==> src/rtl/qlg_pkg.sv <==
package qlg_pkg;

    typedef enum logic {
        CH_ARMED  = 1'b0,
        CH_LOCKED = 1'b1
    } ch_mode_e;

    function automatic int unsigned max_u(input int unsigned a, input int unsigned b);
        return (a > b) ? a : b;
    endfunction

endpackage

==> src/rtl/qlg_sync.sv <==
module qlg_sync #(
    parameter int unsigned WIDTH   = 1,
    parameter int unsigned STAGES  = 2,
    parameter logic [WIDTH-1:0] RST_VAL = '0
) (
    input  logic             clk,
    input  logic             rst_n,
    input  logic [WIDTH-1:0] async_i,
    output logic [WIDTH-1:0] sync_o
);
    logic [WIDTH-1:0] stage_q [STAGES];
    logic [WIDTH-1:0] stage_d [STAGES];

    always_comb begin
        stage_d[0] = async_i;
        for (int s = 1; s < STAGES; s++) begin
            stage_d[s] = stage_q[s-1];
        end
    end

    always_ff @(posedge clk or negedge rst_n) begin
        if (!rst_n) begin
            for (int s = 0; s < STAGES; s++) stage_q[s] <= RST_VAL;
        end else begin
            for (int s = 0; s < STAGES; s++) stage_q[s] <= stage_d[s];
        end
    end

    assign sync_o = stage_q[STAGES-1];
endmodule

==> src/rtl/qlg_channel.sv <==
module qlg_channel
    import qlg_pkg::*;
#(
    parameter int unsigned DEG_CYC   = 350,
    parameter int unsigned RETRY_CYC = 120000
) (
    input  logic clk,
    input  logic rst_n,
    input  logic oc_s,
    input  logic kill,
    output logic locked
);
    localparam int unsigned MAX_CNT = max_u(DEG_CYC, RETRY_CYC);
    localparam int unsigned CW      = $clog2(MAX_CNT + 1);
    localparam logic [CW-1:0] DEG_LAST   = CW'(DEG_CYC - 1);
    localparam logic [CW-1:0] RETRY_LAST = CW'(RETRY_CYC - 1);

    typedef struct packed {
        ch_mode_e      mode;
        logic [CW-1:0] cnt;
    } ch_state_t;

    ch_state_t st_d, st_q;

    always_comb begin
        st_d = st_q;
        if (kill) begin
            st_d.mode = CH_ARMED;
            st_d.cnt  = '0;
        end else begin
            unique case (st_q.mode)
                CH_ARMED: begin
                    if (!oc_s) begin
                        st_d.cnt = '0;
                    end else if (st_q.cnt == DEG_LAST) begin
                        st_d.mode = CH_LOCKED;
                        st_d.cnt  = '0;
                    end else begin
                        st_d.cnt = st_q.cnt + 1'b1;
                    end
                end
                CH_LOCKED: begin
                    if (st_q.cnt == RETRY_LAST) begin
                        st_d.mode = CH_ARMED;
                        st_d.cnt  = '0;
                    end else begin
                        st_d.cnt = st_q.cnt + 1'b1;
                    end
                end
                default: st_d = '0;
            endcase
        end
    end

    always_ff @(posedge clk or negedge rst_n) begin
        if (!rst_n) st_q <= '0;
        else        st_q <= st_d;
    end

    assign locked = (st_q.mode == CH_LOCKED);


    trip_needs_oc_chk: assert property (@(posedge clk) disable iff (!rst_n)
        $rose(locked) |-> $past(oc_s));


    lock_holds_chk: assert property (@(posedge clk) disable iff (!rst_n)
        (locked && !kill && st_q.cnt != RETRY_LAST) |=> locked);


    kill_unlocks_chk: assert property (@(posedge clk) disable iff (!rst_n)
        kill |=> !locked);
endmodule

==> src/rtl/quad_lsd_guard.sv <==
module quad_lsd_guard #(
    parameter int unsigned NUM_CH     = 4,
    parameter int unsigned DEG_CYC    = 350,
    parameter int unsigned RETRY_CYC  = 120000,
    parameter int unsigned SYNC_DEPTH = 2
) (
    input  logic              clk,
    input  logic              sys_rst_n,
    input  logic [NUM_CH-1:0] chan_cmd,
    input  logic              drv_en_n,
    input  logic              clear_req,
    input  logic [NUM_CH-1:0] oc_flag,
    input  logic              over_temp,
    input  logic              low_supply,
    output logic [NUM_CH-1:0] gate_on,
    output logic              fault_n
);
    localparam int unsigned SW = 2 * NUM_CH + 4;
    // clear resets high so leaving power-on reset acts like a clear pulse
    localparam logic [SW-1:0] SYNC_RST = {1'b0, 1'b0, 1'b1, 1'b1, {(2*NUM_CH){1'b0}}};

    logic [SW-1:0]     raw_in, syn;
    logic [NUM_CH-1:0] cmd_s, oc_s, lock_v;
    logic              en_n_s, clr_s, hot_s, uv_s, kill, global_off;

    assign raw_in = {low_supply, over_temp, clear_req, drv_en_n, oc_flag, chan_cmd};

    qlg_sync #(.WIDTH(SW), .STAGES(SYNC_DEPTH), .RST_VAL(SYNC_RST)) in_sync_i (
        .clk     (clk),
        .rst_n   (sys_rst_n),
        .async_i (raw_in),
        .sync_o  (syn)
    );

    assign cmd_s  = syn[NUM_CH-1:0];
    assign oc_s   = syn[2*NUM_CH-1:NUM_CH];
    assign en_n_s = syn[2*NUM_CH];
    assign clr_s  = syn[2*NUM_CH+1];
    assign hot_s  = syn[2*NUM_CH+2];
    assign uv_s   = syn[2*NUM_CH+3];

    assign kill       = clr_s | uv_s;
    assign global_off = en_n_s | kill | hot_s;

    for (genvar g = 0; g < NUM_CH; g++) begin : g_ch
        qlg_channel #(.DEG_CYC(DEG_CYC), .RETRY_CYC(RETRY_CYC)) ch_i (
            .clk    (clk),
            .rst_n  (sys_rst_n),
            .oc_s   (oc_s[g]),
            .kill   (kill),
            .locked (lock_v[g])
        );

        assign gate_on[g] = cmd_s[g] & ~lock_v[g] & ~global_off;


        locked_off_chk: assert property (@(posedge clk) disable iff (!sys_rst_n)
            lock_v[g] |-> !gate_on[g]);
    end

    assign fault_n = ~((|lock_v) | hot_s);


    enable_gate_chk: assert property (@(posedge clk) disable iff (!sys_rst_n)
        en_n_s |-> (gate_on == '0));


    hot_fault_chk: assert property (@(posedge clk) disable iff (!sys_rst_n)
        hot_s |-> (!fault_n && gate_on == '0));


    uv_clears_chk: assert property (@(posedge clk) disable iff (!sys_rst_n)
        uv_s |=> (lock_v == '0));
endmodule

==> config.mk <==
export PLATFORM = sky130hd
export DESIGN_NAME = quad_lsd_guard
export DESIGN_NICKNAME = d
export VERILOG_FILES = /design/src/rtl/qlg_pkg.sv /design/src/rtl/qlg_sync.sv /design/src/rtl/qlg_channel.sv /design/src/rtl/quad_lsd_guard.sv
export SDC_FILE = /design/constraint.sdc
export NUM_CORES = 1
export LEC_CHECK = 0
export BUFFER_PORTS_ARGS = -buffer_cell sky130_fd_sc_hd__buf_2
export CORE_UTILIZATION = 37
export CTS_CLUSTER_DIAMETER = 40
export DETAILED_ROUTE_END_ITERATION = 16
export GPL_TIMING_DRIVEN = 0
export PLACE_DENSITY = 0.54
export SYNTH_ARGS = -nofsm -noshare
export SYNTH_HDL_FRONTEND = slang
export SYNTH_HIERARCHICAL = 1
export SYNTH_SLANG_ARGS = --single-unit
==> constraint.sdc <==
create_clock -name clk -period 4.9 [get_ports clk]
set_input_delay 0.98 -clock clk [delete_from_list [all_inputs] [get_ports clk]]
set_output_delay 0.98 -clock clk [all_outputs]
set_load 0.03 [all_outputs]
==> results of run 1 <==
path summary, 6_finish.rpt:
path | startpoint | endpoint | slack [ns] | cells past startpoint
setup / recovery | in_sync_i/sync_o[11] | gate_on[2] | 2.08 | 3
hold / removal | in_sync_i/stage_d[0] | in_sync_i/sync_o[0] | 0.35 | 0
setup reg to reg | g_ch[0].ch_i/st_q[1] | g_ch[0].ch_i/st_q[8] | 2.93 | 8
hold reg to reg | in_sync_i/stage_d[0] | in_sync_i/sync_o[0] | 0.35 | 0
max in group asynchronous | sys_rst_n | in_sync_i/stage_d[8] | 3.69 | 2
min in group asynchronous | sys_rst_n | g_ch[2].ch_i/st_q[2] | 0.53 | 1
area by class of cell:
type	instances	area [um2]	share of cell area, %
Buffer	10	67.56	1.297
Clock buffer	11	252.7	4.853
Clock inverter	5	40.04	0.7689
Inverter	16	60.06	1.153
Multi-Input combinational cell	308	2049	39.36
Sequential cell	96	2407	46.23
Tap cell	168	210.2	4.037
Timing Repair Buffer	19	120.1	2.307
metrics by stage:
| stage | area [um2] | hold slack, ns | power [W] |
|---|---|---|---|
| finish | 5207 | 0.3529 | 0.001535 |
| detailed placement | 4915 | 0.3347 | 0.0008723 |
| global route | 5207 | 0.3606 | 0.001603 |
| floorplan | 4584 | 0.3312 | 0.0008408 |
| global placement | 4885 | 0.3363 | 0.0008693 |
| CTS | 5207 | 0.3543 | 0.001563 |
kinds of logic after synthesis:
logic type | after synthesis | synth area share (%)
adder cells (fa/ha/maj) | 8 | 2.183
flip-flops | 96 | 52.51
XOR/XNOR | 56 | 10.70
AND/OR/NAND/NOR | 232 | 28.88
AO/OA/AOI/OAI | 12 | 2.948
buffers and inverters | 26 | 2.784
metal layers:
metal  share of wire, %  global-route usage [%]
met1                 49                   20.90
met2                 46                   22.90
met3                4.1                   4.928
met4                1.5                   5.789
met5                  0                       0
report_power, final:
group	switching [W]	internal [W]
Combinational	0.0000304	0.0000136
Sequential	0.00000575	0.000805
Clock	0.000305	0.000374
state kept, by name (all words and copies together), names as in the netlist:
register / flops
g_ch.ch_i/locked: 4
in_sync_i/sync_o: 12
in_sync_i/stage_d: 12
g_ch.ch_i/st_q: 68
cell usage after synthesis:
| library cell | count |
|---|---|
| xnor2_1 | 45 |
| or4_4 | 5 |
| nor3_1 | 32 |
| and4_1 | 6 |
| or4_1 | 1 |
| or4_2 | 1 |
| or2_1 | 1 |
| nand4_2 | 1 |
| nor3b_2 | 4 |
| dfrtp_1 | 92 |
| ha_1 | 8 |
| or3_1 | 1 |
| o31ai_1 | 1 |
| nor2_2 | 1 |
| nand4_1 | 24 |
| nand4bb_1 | 3 |
| buf_4 | 7 |
| nand3_1 | 24 |
| nor2_1 | 64 |
| xor2_1 | 11 |
| nor4_1 | 29 |
| nand2_1 | 20 |
| o211a_1 | 1 |
| clkbuf_2 | 3 |
| o21ba_1 | 3 |
| and3_2 | 2 |
| dfstp_2 | 4 |
| inv_1 | 16 |
| nor4b_1 | 1 |
| and3_1 | 1 |
| nor3b_1 | 1 |
| nor3_4 | 3 |
| a31oi_1 | 3 |
| nor3_2 | 1 |
| nand3_2 | 5 |
| and4b_1 | 1 |
| o31ai_4 | 3 |
| a21oi_1 | 1 |
worst max-delay path: stages, from the launching register on:
cell and delay, ns:
dfrtp_1 0.37, or4_4 0.59, nor3b_2 0.29, buf_2 0.25
==> out/metrics.csv, run 1 <==
metric,value,unit
status,finished clean,
power_density,294.7,mW/mm2
cts_tree,built,
grt_pass1_wl,15250,um
syn_area_per_cell,10.66,um2
power.static_leakage,1.966,nW
grt-ovfl-total,0,
via_count,3201,
antenna_cells,0,
post-route-util,43.17,%
skew,0.008350,ns
cts_root_buf,clkbuf_16,
worstPathMaxFanout,4,
track_usage,15.38,%
drv_cap,0,
routabilityCongestion,0.8192,
syn_to_final_growth,13.59,%
period_minus_slack,2.824,ns
yosys-top-cells-area,"dfrtp_1 (50%), xnor2_1 (8.6%), nor2_1 (5.2%), nor4_1 (4.0%), nor3_1 (3.5%)",
ir_drop,0.0002635,V
crit_required,3.92,ns
cts_buffers,9,
antenna_found_initial,0,
rsz0062_at_grt,false,
clkLatencyLatePin,0.35,ns
grt_max_degree,74,
worstMarginPinSlew,0.4874,ns
yosysWarnings,6,
post_cts_resized,0,
clk_path_buf_depth,2,
hold_viol,0,
synth_seq_area_share,52.51,%
dieArea,0.01284,mm2
syn-cell-area,0.004584,mm2
setup.worst_path.start_class,flop,
fmax,354.1,MHz
ant_nets,0,
layout_commonest_cell,dfrtp_1,
place_hpwl,6042,um
rows,40,
start_util,38.01,%
die-height,113.3,um
syn_inst,430,
drive_above_1_share,16.13,%
core,0.01206,mm2
crit_path_end_kind,primary output,
crit_arrival,1.84,ns
drt-pass1-iter-count,4,
io_buffers,18,
htree_levels,3,
fin_nets,482,
routed_wl,8827,um
layout_common_cells,"dfrtp_1 (92), nor2_1 (64), xnor2_1 (45), nor3_1 (32), nor4_1 (29)",
finalSetupViolCount,0,
clkTransAtPathRegs,0.07,ns
numClockSinks,96,
drc,0,
path_class,reg2out,
io_pins,19,
pre_cts_slack,2.449,ns
grt_pass1_vias,3143,
cts_hold_buf,0,
nFillCells,1178,
wl_per_cell,13.94,um
finalSetupTns,0,ns
via_per_inst,5.057,
ys_types,38,
worst_slack,2.076,ns
timing_max_transition_violations_final,0,
drtIter0Drc,108,
final_cells,633,
netlist.area_leader.share,50.22,%
hold_path_class,reg2reg,
synth_fp_nets,452,
synth_top_cell_by_area,dfrtp_1,
die_w,113.3,um
slew_headroom,67.21,%
ys_ff_latch,96,
post_cts_buffers,0,
place_inst,617,
fin_crit_sh,57.63,%
Note: power is estimated with default switching activity, not from simulation.
==> inputs of run 2 (changes only) <==
Settings changed: ABC_AREA from default to 1.
Clock period 4.9 ns to 2.7 ns, I/O delays scaled along.
==> out/metrics.csv, run 2 <==
metric,value,unit
status,finished clean,
fin_nets,644,
critPathMaxStageDelay,0.37,ns
place_area,0.005310,mm2
antenna_found_initial,0,
io_buffers,18,
power.static_leakage,2.403,nW
crit_path_end_kind,primary output,
cts_hold_buf,0,
fin_crit_sh,70.15,%
place_hpwl,6763,um
die_w,118.0,um
finalSetupTns,0,ns
clk_path_buf_depth,2,
largest_reg_flops,68,
yosys.area_share.simple,34.03,%
rsz0062_at_grt,false,
worstMarginPinSlew,0.5485,ns
rows,41,
post_cts_buffers,0,
syn_to_final_growth,13.03,%
cts_buffers,9,
synth_top_cell_by_area,dfrtp_1,
yosys-top-cells-area,"dfrtp_1 (46%), nand2_1 (10%), nor2_1 (9.3%), nor2_2 (7.7%), xor2_1 (6.3%)",
ant_nets,0,
syn_area_per_cell,8.403,um2
cts_tree,built,
fin_area,0.005623,mm2
grt_pass1_wl,16480,um
synth-xor-area-share,9.155,%
synth_fp_nets,614,
crit_arrival,1.35,ns
drv_cap,0,
async_flop_share,100.0,%
grt_max_degree,58,
regMostFlops,g_ch.ch_i/st_q,
via_per_inst,4.388,
ys_types,18,
core,0.01288,mm2
path_class,reg2out,
fmax,528.0,MHz
layout_common_cells,"nand2_1 (134), nor2_1 (123), dfrtp_1 (92), nor2_2 (61), inv_1 (53)",
synth_mux_area_share,0,%
track_usage,14.85,%
start_util,38.64,%
layout_commonest_cell,nand2_1,
grt-ovfl-total,0,
cts_root_buf,clkbuf_16,
antenna_cells,0,
worstPathMaxFanout,4,
synth_seq_area_share,48.39,%
io_pins,19,
drt-pass1-iter-count,4,
slowest_stage,dfrtp_1,
period_minus_slack,1.894,ns
syn_inst,592,
synth_compound_area_share,0.5030,%
clkTransAtPathRegs,0.06,ns
hold_viol,0,
yosysWarnings,6,
drtIter0Drc,218,
clkLatencyLatePin,0.35,ns
nFillCells,1291,
ir_drop,0.0002925,V
grt_pass1_vias,3534,
skew,0.003769,ns
numClockSinks,96,
die-height,118.0,um
hold_path_class,in2async,
synth_top_flop_cell,dfrtp_1,
timing_max_transition_violations_final,0,
finalSetupViolCount,0,
synth_common_cells,"nand2_1 (134), nor2_1 (123), dfrtp_1 (92)",
dieArea,0.01391,mm2
setup.worst_path.start_class,flop,
routabilityCongestion,0.8748,
netlist.area_leader.share,46.28,%
slew_headroom,63.43,%
synth_top_family_by_area,simple AND/OR/NAND/NOR gates,
drive_above_1_share,19.78,%
ys_ff_latch,96,
post_cts_resized,0,
drc,0,
pre_cts_slack,1.083,ns
via_count,3506,
worst_slack,0.8059,ns
routed_wl,9211,um
synth_most_common_cell,nand2_1,
power_density,517.7,mW/mm2
cp_cell_sequence,nor2_2 -> nand2_2 -> nor2_1 -> buf_2,
crit_required,2.16,ns
post_synth_fa_ha_maj_area_fraction,2.012,%
syn-cell-area,0.004975,mm2
wl_per_cell,11.53,um
htree_levels,3,
synth_edf_count,0,
run 2: cell types whose count changed in the layout (fill, tap and decap cells not counted), moves of 6 or more:
cell	previous run	this run
and4_1	6	0
buf_4	8	1
inv_1	16	53
nand2_1	20	134
nand3_1	24	32
nand4_1	24	0
nor2_1	64	123
nor2_2	1	61
nor3_1	32	0
nor4_1	29	0
xnor2_1	45	16
xor2_1	11	36
run 2: routing by layer:
metal	part of all wire [%]	GRT usage, %
met5	0	0
met4	2.0	6.490
met3	3.1	3.779
met2	46	22.98
met1	49	19.54
run 2: final timing paths:
check	from	end	slack, ns	depth (start not counted)
worst max-delay path	in_sync_i/sync_o[11]	gate_on[1]	0.81	4
worst min-delay path	sys_rst_n	g_ch[2].ch_i/st_q[15]	0.17	1
worst max register to register	g_ch[3].ch_i/st_q[0]	g_ch[3].ch_i/st_q[7]	1.05	9
worst min register to register	in_sync_i/stage_d[1]	in_sync_i/sync_o[1]	0.35	0
max in group asynchronous	sys_rst_n	in_sync_i/stage_d[9]	1.82	2
min in group clk	clear_req	in_sync_i/stage_d[9]	0.29	1
run 2: where the power goes:
| part | internal [W] | switching [W] | total (W) |
|---|---|---|---|
| registers | 0.00146 | 0.0000101 | 0.00147 |
| clock network | 0.000808 | 0.000535 | 0.00134 |
| logic | 0.0000303 | 0.0000663 | 0.0000966 |
| total | 0.00230 | 0.000611 | 0.00291 |
run 2: metrics by stage:
step	util [%]	std cells	power, W	hold WS [ns]
3_3_place_gp	41.01	782	0.001593	0.3359
6_report	43.67	799	0.002911	0.1738
4_1_cts	43.67	799	0.002967	0.1867
5_1_grt	43.67	799	0.003035	0.2153
2_1_floorplan	-	592	0.001541	0.2444
3_5_place_dp	41.24	783	0.001600	0.3363
run 2: layout make-up:
type	instances	area (um2)	share of cell area, %
Sequential cell	96	2407	42.81
Multi-Input combinational cell	435	2273	40.43
Clock buffer	10	229.0	4.072
Tap cell	172	215.2	3.827
Inverter	57	214.0	3.805
Timing Repair Buffer	19	120.1	2.136
Clock inverter	6	83.83	1.491
Buffer	4	80.08	1.424
run 2: critical path: cells and delay by family, from the launching register on:
| family | cells | cell delay [ns] |
|---|---|---|
| buffers and inverters | 1 | 0.22 |
| DFF | 1 | 0.37 |
| and+or+nand+nor | 3 | 0.41 |
run 2: cell families (layout without fill, tap and decap cells):
kind of cell	after synthesis	after routing
buffers and inverters	61	96
adder cells (fa/ha/maj)	8	8
flip-flops	96	96
AO/OA/AOI/OAI	4	4
AND/OR/NAND/NOR	371	371
XOR/XNOR	52	52
==> inputs of run 3 (changes only) <==
Settings changed: ABC_AREA 1 to 0, PLACE_DENSITY 0.54 to 0.56.
Clock period 2.7 ns to 1.55 ns, I/O delays scaled along.
==> out/metrics.csv, run 3 (synthesis gave the netlist of run 1 again) <==
metric,value,unit
crit_start,in_sync_i/sync_o[8],
regMostFlops,g_ch.ch_i/st_q,
ir_drop,0.0005106,V
drv_cap,0,
path_class,reg2out,
worstPathMaxFanout,4,
ant_nets,0,
status,"complete, but fails checks",
clkTransAtPathRegs,0.06,ns
via_per_inst,5.213,
cts_tree,built,
rows,40,
routabilityCongestion,0.8179,
hp-start,clear_req,
slowest_stage,or4_4,
slew_headroom,59.49,%
start_util,38.01,%
antenna_found_initial,0,
rsz0062_at_grt,true,
worstMarginPinSlew,0.6076,ns
rr_worst_depth,9,
io_pins,19,
layout_common_cells,"dfrtp_1 (75), buf_4 (43), xnor2_1 (42), nor2_2 (35), buf_6 (25)",
critPathMaxStageDelay,0.60,ns
timing_max_transition_violations_final,0,
core,0.01206,mm2
track_usage,17.97,%
fmax,495.1,MHz
layout_commonest_cell,dfrtp_1,
violations,setup timing,
power_density,796.7,mW/mm2
largest_reg_flops,68,
routed_wl,11210,um
dieArea,0.01284,mm2
cp_cell_sequence,or4_4 -> nor3b_4 -> buf_6,
worst_slack,-0.4698,ns
clk_path_buf_depth,2,
reg2reg_from,g_ch[0].ch_i/st_q[1],
drtIter0Drc,215,
via_count,3618,
grt_max_degree,51,
setup.worst_path.start_class,flop,
nFillCells,1003,
fin_crit_sh,130.3,%
hold_path_class,in2reg,
skew,0.007314,ns
crit_arrival,1.71,ns
syn_to_final_growth,44.00,%
wl_per_cell,16.15,um
grt_pass1_vias,3609,
die-height,113.3,um
drive_above_1_share,49.24,%
min_path_cells,1,
finalSetupViolCount,68,
drt-pass1-iter-count,4,
drc,0,
die_w,113.3,um
period_minus_slack,2.020,ns
crit_required,1.24,ns
cts_root_buf,clkbuf_16,
power,0.005259,W
clkLatencyLatePin,0.35,ns
numClockSinks,96,
crit_path_end_kind,primary output,
power.static_leakage,2.549,nW
fin_nets,543,
htree_levels,3,
hold_viol,0,
cts_buffers,9,
io_buffers,18,
grt-ovfl-total,0,
antenna_cells,0,
grt_pass1_wl,18000,um
pre_cts_slack,-0.2855,ns
place_hpwl,6251,um
-- run 3: worst max-delay path: cells and delay by family, from the launching register on --
family | cells | cell delay [ns]
buffers and inverters | 1 | 0.16
DFF | 1 | 0.36
and+or+nand+nor | 2 | 0.85
-- run 3: per-stage QoR --
stage	hold slack (ns)	utilization [%]	cell area [um2]	std cells	setup TNS (ns)
4_1_cts	0.04862	50.64	6108	684	-10.84
6_report	0.06184	54.73	6601	694	-10.73
5_1_grt	0.03997	54.73	6601	694	-15.28
2_1_floorplan	0.01441	-	4648	430	-1.422
3_3_place_gp	0.3367	41.03	4949	616	-88.34
3_5_place_dp	0.3347	41.28	4979	617	-15.50
-- run 3: metal layers --
layer | GRT usage, % | part of all wire (%) | up-vias
li1 | - | - | 1717
met1 | 23.66 | 45 | 1828
met2 | 28.75 | 51 | 60
met3 | 4.821 | 3.3 | 13
met4 | 5.965 | 1.2 | 0
met5 | 0 | 0 | -
-- run 3: path summary, 6_finish.rpt --
path	slack, ns	end
worst min register to register	0.35	in_sync_i/sync_o[2]
min in group asynchronous	0.52	g_ch[2].ch_i/st_q[7]
worst max-delay path	-0.47	gate_on[3]
worst max register to register	-0.32	g_ch[0].ch_i/st_q[12]
worst min-delay path	0.06	in_sync_i/stage_d[9]
max in group asynchronous	0.36	g_ch[3].ch_i/st_q[3]
-- run 3: repair_timing --
item | 4_1_cts | 5_1_grt
endpoints found under the hold margin | 7 | 0
buffers inserted | 49 | 12
setup endpoints to repair | 76 | 77
gates resized for setup | 80 | 103
pin swaps | 16 | 33
cloned | 4 | 0
hold buffers | 1 | 0
-- run 3: layout make-up --
type	instances	area, um2	share of cell area, %
buffer	7	78.83	1.194
timing repair buffer	83	768.2	11.64
multi-input combinational	308	2725	41.28
clock inverter	6	91.34	1.384
clock buffer	10	239.0	3.620
tap	168	210.2	3.184
inverter	16	60.06	0.9098
sequential	96	2429	36.79
-- run 3: report_power, final --
part	total, W	internal, W	switching [W]	leakage [nW]
registers	0.00256	0.00254	0.0000196	1.25
clock network	0.00244	0.00147	0.000978	0.163
logic	0.000250	0.000111	0.000139	1.13
